## config.mk

```make
export PLATFORM = sky130hd
export DESIGN_NAME = tagged_regfile
export DESIGN_NICKNAME = d
export VERILOG_FILES = /design/src/rtl/tagrf_pkg.sv /design/src/rtl/tagrf_tag_ctrl.sv /design/src/rtl/tagrf_data_store.sv /design/src/rtl/tagrf_busy_map.sv /design/src/rtl/tagged_regfile.sv
export SDC_FILE = /design/constraint.sdc
export NUM_CORES = 2
export LEC_CHECK = 0
export BUFFER_PORTS_ARGS = -buffer_cell sky130_fd_sc_hd__buf_2
export CORE_MARGIN = 2
export CORE_UTILIZATION = 25
export DETAILED_ROUTE_END_ITERATION = 10
export MAX_ROUTING_LAYER = met4
export PLACE_DENSITY = 0.5
export SYNTH_ARGS = -nofsm -noshare
export SYNTH_HDL_FRONTEND = slang
export SYNTH_HIERARCHICAL = 1
export SYNTH_SLANG_ARGS = --single-unit
```

## constraint.sdc

```tcl
create_clock -name clk -period 2.5 [get_ports clk]
set_input_delay 0.5 -clock clk [delete_from_list [all_inputs] [get_ports clk]]
set_output_delay 0.5 -clock clk [all_outputs]
set_load 0.01 [all_outputs]
```

## src/rtl/tagrf_pkg.sv

```systemverilog
package tagrf_pkg;
  localparam int TAG_W       = 4;
  localparam int TAG_DEFINED = 14;   // codes 0..13 are legal

  typedef logic [TAG_W-1:0] tag_t;

  // a code is accepted only below the defined range limit
  function automatic logic tag_is_legal(tag_t t);
    return int'(t) < TAG_DEFINED;
  endfunction

  // an entry is occupied when any tag bit is set
  function automatic logic tag_is_busy(tag_t t);
    return |t;
  endfunction
endpackage

```

## src/rtl/tagrf_tag_ctrl.sv

```systemverilog
module tagrf_tag_ctrl
  import tagrf_pkg::*;
#(
  parameter int NREG = 32,
  parameter int AW   = 5
) (
  input  logic                        clk,
  input  logic                        rst_n,
  input  logic [AW-1:0]               ra_addr,
  input  logic [AW-1:0]               rb_addr,
  input  logic                        clr_a,
  input  logic                        clr_b,
  input  logic                        wr_en,
  input  logic [AW-1:0]               wr_addr,
  input  logic                        tl_en,
  input  logic [AW-1:0]               tl_addr,
  input  tag_t                        tl_tag,
  output logic [NREG-1:0][TAG_W-1:0]  tags_o,
  output logic                        tl_err_o
);
  logic [NREG-1:0][TAG_W-1:0] tags_q;
  tag_t                       inherit_tag;
  logic                       tl_ok;
  logic                       tl_reject;
  logic                       err_q;
  logic [NREG-1:0]            hit_wr;
  logic [NREG-1:0]            hit_tl;
  logic [NREG-1:0]            hit_clr;

  // tag copied into the destination comes from the first source
  assign inherit_tag = tags_q[ra_addr];
  assign tl_ok       = tl_en &&  tag_is_legal(tl_tag);
  assign tl_reject   = tl_en && !tag_is_legal(tl_tag);

  for (genvar i = 0; i < NREG; i++) begin : g_ent
    assign hit_wr[i]  = wr_en && (wr_addr == AW'(i));
    assign hit_tl[i]  = tl_ok && (tl_addr == AW'(i));
    assign hit_clr[i] = (clr_a && (ra_addr == AW'(i))) ||
                        (clr_b && (rb_addr == AW'(i)));

    // priority: result write, then tag load, then clear
    always_ff @(posedge clk) begin
      if (!rst_n)          tags_q[i] <= '0;
      else if (hit_wr[i])  tags_q[i] <= inherit_tag;
      else if (hit_tl[i])  tags_q[i] <= tl_tag;
      else if (hit_clr[i]) tags_q[i] <= '0;
    end

    AST_TAG_KEEP: assert property (@(posedge clk) disable iff (!rst_n)
      !(hit_wr[i] || hit_tl[i] || hit_clr[i]) |=> $stable(tags_q[i]));
    AST_TAG_LEGAL: assert property (@(posedge clk) disable iff (!rst_n)
      tag_is_legal(tags_q[i]));
  end

  always_ff @(posedge clk) begin
    if (!rst_n) err_q <= 1'b0;
    else        err_q <= tl_reject;
  end

  assign tags_o   = tags_q;
  assign tl_err_o = err_q;

  AST_INHERIT: assert property (@(posedge clk) disable iff (!rst_n)
    wr_en |=> tags_q[$past(wr_addr)] == $past(tags_q[ra_addr]));
  AST_CLEAR_A: assert property (@(posedge clk) disable iff (!rst_n)
    clr_a && !(wr_en && wr_addr == ra_addr) && !(tl_ok && tl_addr == ra_addr)
    |=> tags_q[$past(ra_addr)] == '0);
  AST_CLEAR_B: assert property (@(posedge clk) disable iff (!rst_n)
    clr_b && !(wr_en && wr_addr == rb_addr) && !(tl_ok && tl_addr == rb_addr)
    |=> tags_q[$past(rb_addr)] == '0);
  AST_TL_OVER_CLR: assert property (@(posedge clk) disable iff (!rst_n)
    tl_ok && !(wr_en && wr_addr == tl_addr)
    |=> tags_q[$past(tl_addr)] == $past(tl_tag));
  AST_ERR_PULSE: assert property (@(posedge clk) disable iff (!rst_n)
    tl_reject |=> tl_err_o);
  AST_ERR_QUIET: assert property (@(posedge clk) disable iff (!rst_n)
    !tl_reject |=> !tl_err_o);
endmodule

```

## src/rtl/tagrf_data_store.sv

```systemverilog
module tagrf_data_store #(
  parameter int NREG = 32,
  parameter int DW   = 32,
  parameter int AW   = 5
) (
  input  logic          clk,
  input  logic          rst_n,
  input  logic [AW-1:0] ra_addr,
  input  logic [AW-1:0] rb_addr,
  input  logic          wr_en,
  input  logic [AW-1:0] wr_addr,
  input  logic [DW-1:0] wr_data,
  output logic [DW-1:0] ra_data,
  output logic [DW-1:0] rb_data
);
  logic [NREG-1:0][DW-1:0] mem_q;

  for (genvar i = 0; i < NREG; i++) begin : g_word
    always_ff @(posedge clk) begin
      if (!rst_n)                           mem_q[i] <= '0;
      else if (wr_en && wr_addr == AW'(i))  mem_q[i] <= wr_data;
    end
  end

  assign ra_data = mem_q[ra_addr];
  assign rb_data = mem_q[rb_addr];

  AST_DATA_WRITE: assert property (@(posedge clk) disable iff (!rst_n)
    wr_en |=> mem_q[$past(wr_addr)] == $past(wr_data));
  AST_DATA_HOLD: assert property (@(posedge clk) disable iff (!rst_n)
    !wr_en |=> $stable(mem_q));
endmodule

```

## src/rtl/tagrf_busy_map.sv

```systemverilog
module tagrf_busy_map
  import tagrf_pkg::*;
#(
  parameter int NREG = 32
) (
  input  logic [NREG-1:0][TAG_W-1:0] tags_i,
  output logic [NREG-1:0]            busy_o
);
  for (genvar i = 0; i < NREG; i++) begin : g_flag
    assign busy_o[i] = tag_is_busy(tags_i[i]);
  end
endmodule

```

## src/rtl/tagged_regfile.sv

```systemverilog
module tagged_regfile
  import tagrf_pkg::*;
#(
  parameter int NREG = 32,
  parameter int DW   = 32,
  localparam int AW  = $clog2(NREG)
) (
  input  logic              clk,
  input  logic              rst_n,
  input  logic [AW-1:0]     ra_addr,
  output logic [DW-1:0]     ra_data,
  output logic [TAG_W-1:0]  ra_tag,
  input  logic [AW-1:0]     rb_addr,
  output logic [DW-1:0]     rb_data,
  output logic [TAG_W-1:0]  rb_tag,
  input  logic              clr_a,
  input  logic              clr_b,
  input  logic              wr_en,
  input  logic [AW-1:0]     wr_addr,
  input  logic [DW-1:0]     wr_data,
  input  logic              tl_en,
  input  logic [AW-1:0]     tl_addr,
  input  logic [TAG_W-1:0]  tl_tag,
  output logic [NREG-1:0]   busy_o,
  output logic              tl_err_o
);
  logic [NREG-1:0][TAG_W-1:0] tags;

  tagrf_tag_ctrl #(.NREG(NREG), .AW(AW)) u_tags (
    .clk      (clk),
    .rst_n    (rst_n),
    .ra_addr  (ra_addr),
    .rb_addr  (rb_addr),
    .clr_a    (clr_a),
    .clr_b    (clr_b),
    .wr_en    (wr_en),
    .wr_addr  (wr_addr),
    .tl_en    (tl_en),
    .tl_addr  (tl_addr),
    .tl_tag   (tl_tag),
    .tags_o   (tags),
    .tl_err_o (tl_err_o)
  );

  tagrf_data_store #(.NREG(NREG), .DW(DW), .AW(AW)) u_data (
    .clk     (clk),
    .rst_n   (rst_n),
    .ra_addr (ra_addr),
    .rb_addr (rb_addr),
    .wr_en   (wr_en),
    .wr_addr (wr_addr),
    .wr_data (wr_data),
    .ra_data (ra_data),
    .rb_data (rb_data)
  );

  tagrf_busy_map #(.NREG(NREG)) u_busy (
    .tags_i (tags),
    .busy_o (busy_o)
  );

  assign ra_tag = tags[ra_addr];
  assign rb_tag = tags[rb_addr];

  AST_BUSY_PORT_A: assert property (@(posedge clk) disable iff (!rst_n)
    (ra_tag != '0) == busy_o[ra_addr]);
  AST_BUSY_PORT_B: assert property (@(posedge clk) disable iff (!rst_n)
    (rb_tag != '0) == busy_o[rb_addr]);
endmodule

```

== Yosys cells after proc, flatten, opt, wreduce, memory -nomap -nowiden ==
Cells that the tools add are included.
W data, S select, Z words.

* Output and inout port bits: 105
* Logic and storage cells: 527
* Input bits: 62
* Flip-flop bits (word level): 1153

* Reductions and logical operators: 231
* Order comparisons: 3
* Equal/unequal tests: 124
* Muxes and demuxes: 104

{| class="wikitable"
|+ Operators by type and width
! cell !! count
|-
| $mux W4 || 98
|-
| $bmux W32 S5 || 2
|-
| $eq A5 B5 Y1 const B || 64
|-
| $eq A5 B4 Y1 const B || 32
|-
| $logic_and A1 B1 Y1 || 130
|-
| $reduce_or A4 Y1 || 32
|-
| $reduce_bool A3 Y1 || 32
|-
| $eq A5 B3 Y1 const B || 16
|-
| $mux W32 || 2
|-
| $bmux W4 S5 || 2
|-
| $eq A5 B2 Y1 const B || 8
|-
| $logic_or A1 B1 Y1 || 32
|-
| $eq A5 B1 Y1 const B || 4
|-
| $logic_not A5 Y1 || 4
|-
| $lt A5 B6 Y1 const B || 2
|-
| $lt A4 B4 Y1 const B || 1
|-
| $logic_not A1 Y1 || 1
|}

== Longest topological paths before layout ==
* Depth in word-level cells: 6
* Mapped depth: 9
* Mapped depth without buffers: 5

== Cells and area by module ==
The synthesis kept the hierarchy.

{| class="wikitable"
|+ By module, submodules not included
! module !! sequential area each (µm²) !! area an instance (µm²) !! cells each !! instances
|-
| tagrf_data_store || 20499.7 || 55274.3 || 6913 || 1
|-
| tagrf_tag_ctrl || 2582.5 || 7493.4 || 821 || 1
|-
| tagged_regfile || 0.0 || 2001.9 || 106 || 1
|-
| tagrf_busy_map || 0.0 || 240.2 || 32 || 1
|}

== Worst setup path before layout ==
Ideal clock, no wire load.

* Path type: input to output
* Start: in ra_addr[1]
* End: out ra_tag[0]
* Data required time: 2.000 ns
* Path slack: -0.090 ns
* Buffers on the path: 2
* Arrival: 2.090 ns
* Stages: 5
* Cell sequence: buf_2 buf_6 mux4_2 mux4_2 mux2_2

* Word-level cells in the longest chain between the ends: 2

{| class="wikitable"
|+ Ends and longest elaborated chain
! what !! line !! text
|-
| start: declaration || tagged_regfile.sv:10 || <nowiki>input logic [AW-1:0] ra_addr,</nowiki>
|-
| $bmux W4 S5 || tagged_regfile.sv:62 || <nowiki>assign ra_tag = tags[ra_addr];</nowiki>
|-
| $mux W4 (implied by the code) || tagged_regfile.sv:62 ||
|-
| end: declaration || tagged_regfile.sv:12 || <nowiki>output logic [TAG_W-1:0] ra_tag,</nowiki>
|}

No other way between the ends. The select of a mux whose other input is x is not followed.

== Worst setup path after layout ==
* Start: reg u_tags.tags_q, in the netlist u_tags/tags_o[84]
* End: out ra_tag[0]

* Word-level cells in the longest chain between the ends: 2

{| class="wikitable"
|+ Ends and longest elaborated chain
! what !! line !! text
|-
| start: declaration || tagrf_tag_ctrl.sv:21 || <nowiki>logic [NREG-1:0][TAG_W-1:0] tags_q;</nowiki>
|-
| start signal: indexed assignment || tagrf_tag_ctrl.sv:44 || <nowiki>else if (hit_wr[i]) tags_q[i] <= inherit_tag;</nowiki>
|-
| start signal: indexed assignment || tagrf_tag_ctrl.sv:45 || <nowiki>else if (hit_tl[i]) tags_q[i] <= tl_tag;</nowiki>
|-
| $bmux W4 S5 || tagged_regfile.sv:62 ||
|-
| $mux W4 (implied by the code) || tagged_regfile.sv:62 ||
|}

No other way between the ends. The select of a mux whose other input is x is not followed.

==> results <==
- The flow ran to the end, but the final reports show violations.
- The final reports fail on setup timing.
- TritonCTS built the clock tree.
- Walking the worst path, the cells encountered are mux4_2 > mux4_2 > mux2_4 > buf_6.
- The average footprint of a synthesized cell is 8.26 sq um.
- The number of cells on the worst reg-to-reg path is 9.
- The summed instance area of the synthesized netlist is 65000 sq um.
- The final count of negative-setup-slack endpoints is between 70 and 80.
- The endpoint identified for the worst register-to-register timing path is u_tags/tags_o[6].
- The largest voltage drop on the vdd net is 0.735 mV.
- The smallest setup slack after layout is -0.660 ns.
- The cell that appears most often on the critical path is mux4_2.
- The region available for standard cell placement spans 259000 sq um.
- Synthesis produced a netlist with a net count of 7934.
- The synthesis-stage register bit count is 1153.
- STA classifies the critical path endpoint as a primary output.
- In this run the worst hold path is classified as in2reg.
- For this run, the post-layout net count is 8435.
- The sequential-to-total area share from yosys stat is 0.355.
- Entering global routing, the biggest net connects between 100 and 150 pins.
- The number of hold violations in the final report is 0.
- The buffer depth of the longest clock path is 3.
- The routability congestion estimate from global placement is 1.03.
- The H-tree generated during clock tree synthesis spans 4 levels.
- In this run the tightest slew margin relative to its limit is 0.178.
- The number of warnings issued by yosys is 6.
- The signal arrival time at the worst endpoint is roughly 2.7 ns.
- The die is 514 microns wide.
- Yosys mapped a number of flops with a built-in enable equal to 0.
- The maximum operating frequency is 317 MHz.
- The floorplan row count is 187.
- For met2 alone, demand over resource in global routing was 0.361.
- In the global route stage, met1 resource usage came out at 0.306.
- The first-pass iteration count of the detailed router is 7.
- The ratio of cells with drive above 1 in the final layout is 0.251.
- The most frequently used cell type in the post-synthesis netlist is nand2_1.
- The initial antenna violation count is 24.
- Counting instances in the post-synthesis netlist gives the leading cell types as 2318 x nand2_1, 1153 x dfxtp_1, 1032 x mux2i_1.
- The overall die height is 514 microns.
- The launching instance or port of the critical path is u_tags/tags_o[84].
- The clock root buffer is clkbuf_16.
- The floorplan step defined a die boundary enclosing 264000 sq um.
- In the routed design, unresolved DRC markers number 0.
- The total of buffers placed on input and output ports is 166.
- The worst setup path endpoint is ra_tag[0].
- Timing analysis after detailed placement gives a worst setup slack of -1.03 ns.
- Across the run, the number of max-cap violations was 0.
- The register-to-register path setup slack is 0.01 ns.
- The global routing stage identified its most utilized layer as met2.
- The count of antenna-violating nets left after detailed routing is 0.
- Summing internal, switching and leakage power gives ~46 mW.
- The biggest area contributor in the post-synthesis netlist is dfxtp_1.
- The global-route wire length before repair is 457000 microns.
- The detailed router placed 65500 vias in this run.
- The minimum clock period after layout is around 3.2 ns.
- The global-route met3 utilization is 0.0452.
- The placed wire-length estimate is 209000 microns.
- The total power density per cell area is 530 nW/um^2.
- By area the synthesized netlist is led by dfxtp_1 36%, mux2i_1 16%, nand2_1 13%.
- The worst hold margin is 0.132 ns.
- STA classifies the critical path startpoint as a register.
- Along the worst path, the maximum fanout reaches 3.
- Summed over all cells, the static leakage comes to approximately 32 nW.
- The number of pins exceeding their max-slew limit in the final report is 0.
- The initial standard-cell utilization of the core is 0.251.
- The cell count after synthesis is 7872.
- The number of DRC violations after detailed-routing iteration 0 is ~7200.
- The CTS sink count is approximately 1200.
- Pin placement for this block handled between 150 and 200 I/O pins.
- Clock skew on the completed layout was measured at 0.0351 ns.
- The number of global-route vias before repair is 63000.
- The ratio of routed vias to standard cells is 5.51.
- Data on the critical path is required at its endpoint by 2.00 ns.
- The number of buffer and inverter instances along the worst setup path is 1.
- The slowest cell on the critical path is mux4_2.
- The worst register-to-register path begins at u_tags/tags_o[118].
- Counting flops with an async set or reset pin after synthesis yields a share of 0.
- Setup repair after global routing could not meet its margin everywhere.
- The global-route total usage across every layer is 0.241.
- The synthesized netlist contains 63 unique library cells.
- After clock tree synthesis, the clock-pin slew on the worst setup and hold paths is roughly 0.060 ns.
- The total detailed-routing wirelength is about 320000 microns.
- The number of cells on the critical path is 4.
- The transition time of the tightest slew-check pin is ~1.2 ns.
- Broken down by cell family, the worst path's largest delay share belongs to multiplexers.
- The final clock period utilization by the worst path is 1.26.
- Buffers inserted during clock tree synthesis total 132.
- The worst setup path is of the reg2out kind.
- In the synthesized netlist the dominant register cell turns out to be dfxtp_1.
- The proportion of netlist area held by the largest area contributor is 0.355.
- From synthesis to final layout, the design area changed by 34.6%.
- The total congestion overflow after global routing is 0.
- Clock latency on the worst-skew pair, taken at its later pin, is 0.81 ns.
- The per-cell routed wire length is 27.3 microns.
- The largest stage delay on the critical path is roughly 0.56 ns.
-- flip-flops by register name, summed over array words and instances, names as in the netlist --
signal	flops
u_data/mem_q	1024
u_tags/tags_o	128
u_tags/tl_err_o	1
-- worst register-to-register path: cells and delay by family (launching register included) --
kind | cells | cell delay, ns
compound gates | 3 | 0.72
mux | 1 | 0.51
flops | 1 | 0.36
buf+inv | 4 | 0.58
simple gates | 1 | 0.15
-- where the power goes --
part           switching, mW  internal, mW  leakage [nW]
Combinational           4.44          3.23          20.4
Sequential             0.139          18.5          9.42
Clock                   8.60          11.5          2.12
Total                   13.2          33.3          32.0
-- routing by layer --
layer	wire length [microns]	part of all wire	vias to the layer above
li1	-	-	28700
met1	134000	0.41	32700
met2	141000	0.43	3294
met3	29000	0.089	825
met4	20400	0.063	0
met5	0	0	-
-- timing repair --
action / CTS / global route
setup buffers: 172 / 59
hold buffers: 0 / 0
setup endpoints to repair: 101 / 84
gates resized for setup: 935 / 262
pin swaps: 256 / 178
gates cloned: 35 / 14
-- cell usage in the layout, fill, tap and decap left out, types with 26 or more instances in the layout --
cell type,Yosys,layout
a21boi_0,666,666
a21boi_1,358,358
a21oi_1,201,185
a22o_1,128,120
a22oi_1,304,267
a22oi_2,0,37
a31oi_4,0,40
buf_12,1,228
buf_16,0,51
buf_2,180,68
buf_4,15,518
buf_6,14,202
buf_8,1,34
clkbuf_1,515,34
clkbuf_16,0,149
clkbuf_8,0,28
dfxtp_1,1153,924
dfxtp_2,0,204
mux2i_1,1032,999
mux4_2,104,104
nand2_1,2318,2288
nand2_2,0,30
nand3_1,224,110
nand3_2,0,67
nand3_4,0,47
nor2_1,87,61
nor2_4,0,26
nor3_1,113,48
nor3_2,16,29
nor3_4,0,52
o22ai_1,122,122
or4_4,0,28
-- worst min path at each step --
stage	cells past startpoint	slack (ns)	to	start
6_report	2	0.13	u_data/mem_q[771]	rst_n
3_3_place_gp	2	0.45	u_data/mem_q[170]	u_data/mem_q[170]
3_5_place_dp	2	0.46	u_data/mem_q[301]	u_data/mem_q[301]
4_1_cts	2	0.07	u_data/mem_q[771]	rst_n
2_1_floorplan	2	0.45	u_data/mem_q[161]	u_data/mem_q[161]
5_1_grt	2	0.11	u_data/mem_q[867]	rst_n
-- final cells by class --
cell class / count / area (sq um)
Multi-Input combinational cell: 5952 / 41800
Sequential cell: 1153 / 23400
Clock buffer: 197 / 3890
Antenna cell: 16 / 40.0
Clock inverter: 35 / 457
Timing Repair Buffer: 1123 / 13600
Fill cell: 26200 / 171000
Tap cell: 3402 / 4260
Inverter: 11 / 42.5
-- metrics by stage --
| step | cell area [sq um] | cells | setup TNS [ns] | util |
|---|---|---|---|---|
| floorplan | 65100 | 7872 | 0 | - |
| global placement | 75700 | 11400 | -97.28 | 0.292 |
| detailed placement | 75700 | 11400 | -99.51 | 0.292 |
| CTS | 86000 | 11800 | -23.19 | 0.332 |
| global route | 87500 | 11900 | -23.68 | 0.338 |
| finish | 87500 | 11900 | -21.90 | 0.338 |
-- cell families after synthesis --
kind of cell,Yosys count,share of synthesized area
DFF,1153,0.355
buffers and inverters,767,0.0507
AOI/OAI and AO/OA,1911,0.214
muxes,1152,0.198
and+or+nand+nor,2889,0.183
Power figures use the tool's default switching activity.
